[config.mk]
export PLATFORM = sky130hd
export DESIGN_NAME = serial_add_unit
export DESIGN_NICKNAME = d
export VERILOG_FILES = /design/src/rtl/sadd_pkg.sv /design/src/rtl/sadd_shreg.sv /design/src/rtl/sadd_carry.sv /design/src/rtl/sadd_seq.sv /design/src/rtl/serial_add_unit.sv
export SDC_FILE = /design/constraint.sdc
export NUM_CORES = 1
export LEC_CHECK = 0
export ABC_CLOCK_PERIOD_IN_PS = 3050
export CAP_MARGIN = 20
export CORE_ASPECT_RATIO = 2
export CORE_MARGIN = 2
export CORE_UTILIZATION = 28
export CTS_CLUSTER_SIZE = 24
export DETAILED_ROUTE_END_ITERATION = 7
export DONT_BUFFER_PORTS = 1
export HOLD_SLACK_MARGIN = 0.03
export MAX_ROUTING_LAYER = met4
export PLACE_DENSITY_LB_ADDON = 0.2
export SYNTH_ARGS = -nofsm -noshare
export SYNTH_HDL_FRONTEND = slang
export SYNTH_SLANG_ARGS = --single-unit
[constraint.sdc]
create_clock -name clk -period 3.05 [get_ports clk]
set_input_delay 0.61 -clock clk [delete_from_list [all_inputs] [get_ports clk]]
set_output_delay 0.61 -clock clk [all_outputs]
set_load 0.02 [all_outputs]
[src/rtl/sadd_pkg.sv]
package sadd_pkg;

    typedef enum logic {
        SEQ_IDLE = 1'b0,
        SEQ_RUN  = 1'b1
    } seq_state_e;

    // Outputs of the one-bit adder slice: sum bit and JK-style carry terms.
    typedef struct packed {
        logic sum;
        logic set_c;
        logic clr_c;
    } slice_t;

    function automatic slice_t add_slice(input logic x, input logic y, input logic c);
        slice_t s;
        s.sum   = x ^ y ^ c;
        s.set_c = x & y;
        s.clr_c = ~x & ~y;
        return s;
    endfunction

endpackage

[src/rtl/sadd_shreg.sv]
module sadd_shreg #(
    parameter int WIDTH = 8
) (
    input  logic             clk,
    input  logic             rst,
    input  logic             clr,
    input  logic             shift,
    input  logic             sin,
    output logic [WIDTH-1:0] q,
    output logic             sout
);

    logic [WIDTH-1:0] nxt;

    // One right-shift cell per bit; the top cell takes the serial input.
    for (genvar i = 0; i < WIDTH; i++) begin : g_cell
        if (i == WIDTH - 1) begin : g_top
            assign nxt[i] = sin;
        end else begin : g_mid
            assign nxt[i] = q[i+1];
        end
    end

    always_ff @(posedge clk) begin
        if (rst) begin
            q <= '0;
        end else if (clr) begin
            q <= '0;
        end else if (shift) begin
            q <= nxt;
        end
    end

    assign sout = q[0];

    // no step, no clear -> contents hold
    assert_hold_R5: assert property (@(posedge clk) disable iff (rst)
        (!shift && !clr) |=> $stable(q));

    // R4 (and R2 for the accumulator): the serial input lands in the MSB
    assert_msb_entry_R4: assert property (@(posedge clk) disable iff (rst)
        (shift && !clr) |=> (q[WIDTH-1] == $past(sin)));

    // clear empties the register
    assert_clear_R8: assert property (@(posedge clk) disable iff (rst)
        clr |=> (q == '0));

endmodule

[src/rtl/sadd_carry.sv]
module sadd_carry
    import sadd_pkg::*;
(
    input  logic clk,
    input  logic rst,
    input  logic clr,
    input  logic en,
    input  logic x,
    input  logic y,
    output logic c
);

    slice_t terms;
    assign terms = add_slice(x, y, c);

    always_ff @(posedge clk) begin
        if (rst) begin
            c <= 1'b0;
        end else if (clr) begin
            c <= 1'b0;
        end else if (en) begin
            if (terms.set_c) begin
                c <= 1'b1;
            end else if (terms.clr_c) begin
                c <= 1'b0;
            end
        end
    end

    assert_carry_set_R3: assert property (@(posedge clk) disable iff (rst)
        (en && !clr && x && y) |=> c);

    assert_carry_kill_R3: assert property (@(posedge clk) disable iff (rst)
        (en && !clr && !x && !y) |=> !c);

    assert_carry_keep_R3: assert property (@(posedge clk) disable iff (rst)
        (en && !clr && (x != y)) |=> $stable(c));

    assert_carry_idle_R5: assert property (@(posedge clk) disable iff (rst)
        (!en && !clr) |=> $stable(c));

    assert_carry_clear_R8: assert property (@(posedge clk) disable iff (rst)
        clr |=> !c);

endmodule

[src/rtl/sadd_seq.sv]
module sadd_seq
    import sadd_pkg::*;
#(
    parameter int WIDTH = 8
) (
    input  logic clk,
    input  logic rst,
    input  logic start,
    input  logic shift_en,
    output logic launch,
    output logic step,
    output logic busy,
    output logic done
);

    localparam int CW = (WIDTH > 1) ? $clog2(WIDTH) : 1;
    localparam logic [CW-1:0] LAST = CW'(WIDTH - 1);

    seq_state_e      state;
    logic [CW-1:0]   cnt;

    assign busy   = (state == SEQ_RUN);
    assign launch = (state == SEQ_IDLE) && start;
    assign step   = busy && shift_en;

    always_ff @(posedge clk) begin
        if (rst) begin
            state <= SEQ_IDLE;
            cnt   <= '0;
            done  <= 1'b0;
        end else begin
            done <= 1'b0;
            case (state)
                SEQ_IDLE: begin
                    if (start) begin
                        state <= SEQ_RUN;
                        cnt   <= '0;
                    end
                end
                SEQ_RUN: begin
                    if (shift_en) begin
                        if (cnt == LAST) begin
                            state <= SEQ_IDLE;
                            done  <= 1'b1;
                        end
                        cnt <= cnt + 1'b1;
                    end
                end
                default: state <= SEQ_IDLE;
            endcase
        end
    end

    assert_done_pulse_R6: assert property (@(posedge clk) disable iff (rst)
        done |=> !done);

    assert_done_idle_R6: assert property (@(posedge clk) disable iff (rst)
        done |-> !busy);

    assert_done_after_step_R6: assert property (@(posedge clk) disable iff (rst)
        done |-> $past(step));

    assert_busy_rise_R6: assert property (@(posedge clk) disable iff (rst)
        $rose(busy) |-> $past(start));

    assert_no_step_idle_R9: assert property (@(posedge clk) disable iff (rst)
        !busy |-> !step);

endmodule

[src/rtl/serial_add_unit.sv]
module serial_add_unit
    import sadd_pkg::*;
#(
    parameter int WIDTH = 8
) (
    input  logic             clk,
    input  logic             rst,
    input  logic             clr,
    input  logic             start,
    input  logic             shift_en,
    input  logic             ser_in,
    output logic [WIDTH-1:0] acc_q,
    output logic [WIDTH-1:0] opb_q,
    output logic             busy,
    output logic             done
);

    logic   launch;
    logic   step;
    logic   x_bit;
    logic   y_bit;
    logic   carry;
    slice_t slice;

    sadd_seq #(.WIDTH(WIDTH)) u_seq (
        .clk      (clk),
        .rst      (rst),
        .start    (start),
        .shift_en (shift_en),
        .launch   (launch),
        .step     (step),
        .busy     (busy),
        .done     (done)
    );

    assign slice = add_slice(x_bit, y_bit, carry);

    sadd_shreg #(.WIDTH(WIDTH)) u_acc (
        .clk   (clk),
        .rst   (rst),
        .clr   (clr),
        .shift (step),
        .sin   (slice.sum),
        .q     (acc_q),
        .sout  (x_bit)
    );

    sadd_shreg #(.WIDTH(WIDTH)) u_opb (
        .clk   (clk),
        .rst   (rst),
        .clr   (1'b0),
        .shift (step),
        .sin   (ser_in),
        .q     (opb_q),
        .sout  (y_bit)
    );

    sadd_carry u_carry (
        .clk (clk),
        .rst (rst),
        .clr (clr | launch),
        .en  (step),
        .x   (x_bit),
        .y   (y_bit),
        .c   (carry)
    );

    // an accepted start leaves the carry empty for the first step
    assert_carry_fresh_R3: assert property (@(posedge clk) disable iff (rst)
        launch |=> !carry);

    // clr does not disturb the operand register
    assert_clr_keeps_b_R8: assert property (@(posedge clk) disable iff (rst)
        (clr && !step) |=> $stable(opb_q));

endmodule

## Yosys cells after proc, flatten, opt, wreduce, memory -nomap -nowiden

Cells that the tools add are included.

| cells by class | value |
|---|---|
| add/sub/neg operators | 1 |
| div/mod/pow operators | 0 |
| bitwise logic cells | 9 |
| multiply operators | 0 |
| mux-type cells | 10 |
| reductions and logical operators | 8 |
| $lt $le $gt $ge | 0 |
| eq/ne operators | 3 |
| shift operators | 0 |

Operator list:

| cell | count |
|---|---|
| $mux 1 | 6 |
| $mux 3 | 2 |
| $pmux 3 s2 | 1 |
| $ne 2x2->1 const B | 2 |
| $not 1->1 | 4 |
| $reduce_and 2->1 | 2 |
| $reduce_or 2->1 | 2 |
| $add 3x1->3 const B | 1 |
| $eq 3x3->1 const B | 1 |
| $reduce_or 3->1 | 1 |
| $and 1x1->1 | 2 |
| $logic_and 1x1->1 | 2 |
| $pmux 1 s2 | 1 |
| $reduce_bool 2->1 | 1 |
| $xor 1x1->1 | 2 |
| $or 1x1->1 | 1 |

| storage, ports and cells | value |
|---|---|
| memories | 0 |
| bits in writable memories | 0 |
| word-level logic and storage cells | 37 |
| latch bits | 0 |
| bits in registers | 22 |
| input port bits | 6 |
| ROM bits | 0 |

## Depth between registers and ports, before layout

Gate-level depths: netlist of run 1.

| logic depth | value |
|---|---|
| depth after elaboration | 4 |
| depth in mapped cells | 5 |

## By module

From an unflattened synthesis of run 1, not the netlist that was laid out.

| second synthesis, totals | value |
|---|---|
| cells, all modules | 85 |
| area, all modules | 939.7 µm² |

By module, submodules not included:

| module | area each (µm²) | sequential area each (µm²) | cells each | times used |
|---|---|---|---|---|
| sadd_shreg | 302.8 | 160.2 | 28 | 2 |
| sadd_seq | 234.0 | 100.1 | 21 | 1 |
| sadd_carry | 66.3 | 20.0 | 5 | 1 |
| serial_add_unit | 33.8 | 0.0 | 3 | 1 |

## Least setup slack after synthesis of run 1

No wires, ideal clock.

| path | value |
|---|---|
| kind | input -> register |
| start | input clr |
| end | register u_carry.c |
| buffers on the path | 1 |
| data required time | 2.980 ns |
| data arrival time | 1.170 ns |
| stages | 4 |
| setup slack | 1.810 ns |
| cell sequence | or2_1 buf_6 nand2b_4 a21oi_1 |

| on the way | value |
|---|---|
| word-level cells in the longest chain between the ends | 2 |

RTL lines:

| what | line | RTL |
|---|---|---|
| from (decl) | serial_add_unit.sv:8 | `input logic clr,` |
| $or 1x1->1 | serial_add_unit.sv:61 | `.clr (clr \| launch),` |
| $reduce_or 2->1 (no line) | n/a |  |
| to (signal assigned) | sadd_carry.sv:20 | `c <= 1'b0;` |
| to (signal assigned) | sadd_carry.sv:23 | `c <= 1'b1;` |
| to (signal assigned) | sadd_carry.sv:25 | `c <= 1'b0;` |
| to (decl) | sadd_carry.sv:10 | `output logic c` |

No other way between the ends.
A chain may end at the register's enable or synchronous reset.

## Worst setup path after layout of run 1

| path | value |
|---|---|
| start | register u_seq.state (netlist: u_seq.busy) |
| end | register u_carry.c |

| on the way | value |
|---|---|
| word-level cells in the longest chain between the ends | 4 |
| elaborated cells between the ends (all ways) | 6 |

RTL lines:

| what | line | RTL |
|---|---|---|
| from (decl) | sadd_seq.sv:19 | `seq_state_e state;` |
| from (signal assigned) | sadd_seq.sv:28 | `state <= SEQ_IDLE;` |
| from (signal assigned) | sadd_seq.sv:36 | `state <= SEQ_RUN;` |
| from (signal assigned) | sadd_seq.sv:43 | `state <= SEQ_IDLE;` |
| $not 1->1 | sadd_seq.sv:23 | `assign launch = (state == SEQ_IDLE) && start;` |
| $logic_and 1x1->1 | sadd_seq.sv:23 |  |
| $or 1x1->1 | serial_add_unit.sv:61 |  |
| $reduce_or 2->1 (no line) | n/a |  |

Parallel ways exist; a longest one is shown, timed or not.

==> impl_results.md, run 1 <==
- CP endpoint kind: flip-flop
- Xor and xnor area share after synthesis: 0.0102
- Avg Synthesized Cell Area: 8.43 um2
- Post-route ant nets: 0
- # diodes: 0
- Final WS setup: 1600 ps
- CTS Buffer Depth: 2
- Htree depth: 1
- Worst-path clk slew: 70 ps
- CTS sink cnt: 22
- Clock skew: 2.37 ps
- # resized after CTS: 0
- FMAX: 0.689 GHz
- Post-synthesis adder-cell area fraction: 0.0437
- Avg WL per Cell: 12.8 um
- Leak: 0.292 nW
- Syn-to-layout area delta: 2.77%
- Pint: 0.383 mW
- Die W: 43.2 um
- Initial antenna violation count: 0
- Slowest CP cell: dfxtp_1
- Hold Buf Count CTS: 0
- CTS tree: yes
- Yosys cell types: 19
- Remaining Overflow, GRT: 0
- Min-Delay Path Class: in2reg
- Max IR drop VDD: 0.000202 V
- Logic pwr share: 0.039
- Port Buffers: 0
- Largest stage delay, worst path: 490 ps
- Area after DPL: 842 um2
- Post-Syn Area: 860 um2
- CTS Buf Count: 3
- Initial drt markers: 9
- Die height: 82.4 um
- Gp weighted congestion: 0.681
- Syn. warnings: 0
- Nets: 108
- Worst-path cell chain: nand2_1, o21ai_0, a21oi_1
- DRC: 0
- Compound-gate portion of the synthesized area: 0.131
- Syn Inst Count: 102
- Setup TNS: 0 ps
- Unrepaired setup endpoints after global routing: no
- Post-CTS setup buffers: 0
- Clock power share: 0.356
- Status: finished, final reports clean
- Net Sw Frac: 0.216
- Die area: 3560 um2
- Skew-Pair Late Insertion Delay: 250 ps
- Max Cap Viol: 0
- PD cells: 553 nW/um2
- Syn_nets: 111
- Detailed Route WL: 1.62 mm
- Vias per inst: 4.87
- Vias in the first global route: 622
- Row count: 28
- Power Total: 0.488 mW
- Element type at the critical path start: flip-flop
- Pin count of the biggest net entering global routing: 22
- Finished Cell Area: 883 um2
- Register area share after synthesis: 0.512
- Sw Pwr: 0.105 mW
- Post-Synth Simple-Gate Area: 0.239
- Worst Tran Pin Value: 643 ps
- Worst hold margin: 412 ps
- Final Critical Period: 1450 ps
- Via count of the routed design: 618
- Critical path type: reg2reg
- Data arrival time of the critical path: 1600 ps
- Worst R2R Setup Slack: 1600 ps
- Commonest non-fill, non-tap cells in the layout: 35 x nand2_1, 22 x dfxtp_1, 20 x a21oi_1
- Cells after DPL: 124
- Fraction of layout cells with a size suffix above 1: 0.0515
- Total I/O pin count: 24
- Placeable Area: 2940 um2
- Sequential Power Share: 0.605
- Mux cell area share after synthesis: 0
- Final setup vio count: 0
- Global-route wire length before repair: 2.75 mm
- First-pass iteration count of the detailed router: 3
- Dpl hpwl: 1.17 mm
- Largest family of logic cells by synthesized area: simple AND/OR/NAND/NOR gates
- Post-layout util: 0.300
- Crit-path max FO: 20
- Initial Util: 0.292
- Slew headroom: 0.570
- Critical Path RT: 3190 ps
- Fin. Hold Viols: 0
- Fin cells: 127
- Final period util: 0.476
- #FFs+latches synth: 22
- Pre-CTS setup slack: 1550 ps
- GRT Overall Usage: 0.103
- Commonest non-fill, non-tap cell in the layout: nand2_1
- Root Buffer: clkbuf_8
- Max-slew violations: 0
-- layer usage --
layer | up-vias | part of all wire | track usage
met5 | - | 0 | -
met4 | 0 | 0.018 | 0.0455
met3 | 4 | 0.071 | 0.0391
met2 | 14 | 0.52 | 0.182
met1 | 279 | 0.39 | 0.0976
li1 | 321 | - | -
-- synth_stat cells (all sizes together) --
library cell | count | area share
o21ai | 1 | 0.0058
and2 | 1 | 0.0087
nor3b | 1 | 0.0087
nand3 | 3 | 0.017
a211oi | 1 | 0.0087
dfxtp | 22 | 0.51
nor2 | 1 | 0.0044
a21oi | 20 | 0.12
clkbuf | 2 | 0.0087
buf | 6 | 0.055
nand2 | 35 | 0.15
ha | 3 | 0.044
nand3b | 1 | 0.0087
nand2b | 3 | 0.031
xnor2 | 1 | 0.010
or2 | 1 | 0.0073
-- worst max-delay path, delay by kind of cell (launching register included) --
kind,cells,cell delay (ps)
AO/OA/AOI/OAI,2,390
AND/OR/NAND/NOR,1,460
flip-flops,1,490
-- path summary, 6_finish.rpt --
kind                        startpoint                         to  cells after the start
max              u_seq.busy$_SDFF_PP0_     u_carry.c$_SDFFE_PP0P_                      3
min                                rst      u_seq.busy$_SDFF_PP0_                      1
max reg2reg      u_seq.busy$_SDFF_PP0_     u_carry.c$_SDFFE_PP0P_                      3
min reg2reg  u_seq.cnt[1]$_SDFFE_PP0P_  u_seq.cnt[1]$_SDFFE_PP0P_                      2
-- power by group through the flow --
stage	Combinational [mW]	Sequential [mW]	Clock (mW)
final	0.0191	0.295	0.174
after CTS	0.0199	0.295	0.182
after floorplan	0.0211	0.302	0
after global routing	0.0225	0.296	0.193
after detailed placement	0.0199	0.302	0
after global placement	0.0197	0.302	0
-- sequential cells by signal (all words and copies together), names as in the netlist --
register,count
u_opb.q,8
u_carry.c,1
u_seq.busy,1
u_seq.cnt,3
u_seq.done,1
u_acc.q,8
-- logic make-up (layout without fill, tap and decap cells) --
family / after synthesis / after routing
adders and majority gates: 3 / 3
DFF: 22 / 22
and+or+nand+nor: 46 / 46
xor gates and xnor gates: 1 / 1
buffers and inverters: 8 / 3
AOI/OAI and AO/OA: 22 / 22
-- area by class of cell --
cell class / instances / area (um2)
well taps: 30 / 37.5
fillers: 352 / 2060
multi-input cells: 72 / 364
flip-flops and latches: 22 / 440
clock buffers: 3 / 41.3
Power figures use the tool's default switching activity.
==> inputs of run 2 (changes only) <==
- ABC_CLOCK_PERIOD_IN_PS: 3050 -> 1250
- clock period: 3.05 -> 1.25 ns (I/O delays scaled with it)
==> run 2 against run 1 <==
Compared with the run above:
- via count increased by 5.8%
- routed wire length increased by 11%
- sequential share of layout area decreased by 4.2 points
- combinational power increased to 3.8 times the previous value
==> impl_results.md, run 2 (synthesis gave the netlist of run 1 again) <==
- Slowest CP cell: dfxtp_1
- Commonest non-fill, non-tap cells in the layout: 35 x nand2_1, 22 x dfxtp_1, 20 x a21oi_1
- Die height: 82.4 um
- Dpl hpwl: 1.34 mm
- Final setup vio count: 0
- Cells after DPL: 130
- Fill cell count: 341
- # resized after CTS: 0
- Max Cap Viol: 0
- Post-route ant nets: 0
- Vias per inst: 4.84
- CTS sink cnt: 22
- Setup TNS: 0 ps
- Syn-to-layout area delta: 12.2%
- M1 WL: 646 um
- Min-Delay Path Class: in2reg
- CP endpoint kind: flip-flop
- PD cells: 1350 nW/um2
- Root Buffer: clkbuf_8
- R2r worst-path depth: 4
- Crit-path max FO: 5
- Final period util: 0.885
- Element type at the critical path start: flip-flop
- Avg WL per Cell: 13.4 um
- CTS Buf Count: 3
- WL met2: 991 um
- Hold Crit Depth: 1
- Critical Path RT: 1450 ps
- Fin cells: 135
- Final Critical Period: 1110 ps
- Fraction of layout cells with a size suffix above 1: 0.114
- Sw Pwr: 0.285 mW
- CTS tree: yes
- Post-layout util: 0.328
- Multi-input combinational cell area: 364 um2
- First-pass iteration count of the detailed router: 3
- Initial antenna violation count: 0
- Initial Util: 0.292
- Nets: 115
- Worst-path cell chain: buf_4, nand2b_1, nand3_1, a21oi_1
- Total I/O pin count: 24
- Cell family with most CP delay: simple AND/OR/NAND/NOR gates
- Remaining Overflow, GRT: 0
- Stages on the worst setup path: 4
- Hold Buf Count CTS: 0
- Net Sw Frac: 0.219
- Routed wl met3: 118 um
- Regs by FF count: u_acc.q (8), u_opb.q (8), u_seq.cnt (3)
- Initial drt markers: 26
- Port Buffers: 0
- Gp weighted congestion: 0.696
- GRT Overall Usage: 0.112
- Critical path type: reg2reg
- Logic pwr share: 0.056
- CTS Buffer Depth: 2
- Max-slew violations: 0
- Worst-path clk slew: 80 ps
- Pin count of the biggest net entering global routing: 15
- Detailed Route WL: 1.81 mm
- Power Total: 1.30 mW
- Die area: 3560 um2
- Unrepaired setup endpoints after global routing: no
- Worst Tran Pin Value: 372 ps
- Die W: 43.2 um
- WP buf/inv: 1
- Sequential Power Share: 0.550
- Skew-Pair Late Insertion Delay: 260 ps
- Leak: 0.337 nW
- Pint: 1.02 mW
- Vias in the first global route: 654
- Data arrival time of the critical path: 1300 ps
- Fin. Hold Viols: 0
- Largest stage delay, worst path: 350 ps
- Clock power share: 0.394
- Commonest non-fill, non-tap cell in the layout: nand2_1
- Via count of the routed design: 654
- Sequential Area: 440 um2
- Max IR drop VDD: 0.000623 V
- Clock skew: 2.69 ps
- Global-route wire length before repair: 2.85 mm
- Placeable Area: 2940 um2
- DRC: 0
- Htree depth: 1
- Status: finished, final reports clean
- Slew headroom: 0.751
- Row count: 28
- Top sig layer: met4
- # diodes: 0
- Post-CTS setup buffers: 0
- FMAX: 0.904 GHz
==> run 2: changes by cell type in the layout (fill, tap and decap cells not counted) <==
cell	previous run	this run
buf_4	0	5
buf_12	0	1
clkbuf_8	3	4
dlygate4sd3_1	0	1
==> run 2: worst paths after layout <==
kind / start / endpoint / slack, ps
max: u_seq.busy$_SDFF_PP0_ / u_seq.cnt[1]$_SDFFE_PP0P_ / 140
min: rst / u_seq.cnt[2]$_SDFFE_PP0P_ / 40
max reg2reg: u_seq.busy$_SDFF_PP0_ / u_seq.cnt[1]$_SDFFE_PP0P_ / 140
min reg2reg: u_seq.cnt[0]$_SDFFE_PP0P_ / u_seq.cnt[0]$_SDFFE_PP0P_ / 470
==> run 2: layout make-up <==
cell class | instances | area share
flip-flops and latches | 22 | 0.457
clock buffers | 4 | 0.0571
multi-input cells | 72 | 0.377
repair buffers | 7 | 0.0700
well taps | 30 | 0.0389
==> run 2: power groups by stage <==
stage	Clock [mW]	Combinational [mW]	Sequential [mW]
after floorplan	0	0.0514	0.736
after global placement	0	0.0695	0.733
after detailed placement	0	0.0697	0.733
after CTS	0.537	0.0703	0.716
after global routing	0.570	0.0799	0.718
final	0.513	0.0724	0.716
==> run 2: layer usage <==
layer  global-route usage  vias to the layer above
li1                     -                      338
met1               0.0926                      296
met2                0.203                       15
met3               0.0391                        5
met4               0.0727                        0
met5                    -                        -
==> run 2: per-stage QoR <==
| step | cell area [um2] | hold WS, ps | worst slack, ps |
|---|---|---|---|
| 3_5_place_dp | 900 | 324 | 137 |
| 6_report | 965 | 44.0 | 143 |
| 5_1_grt | 965 | 30.1 | 7.99 |
| 4_1_cts | 955 | 34.8 | 110 |
| 2_1_floorplan | 860 | 319 | 159 |
| 3_3_place_gp | 900 | 321 | 168 |
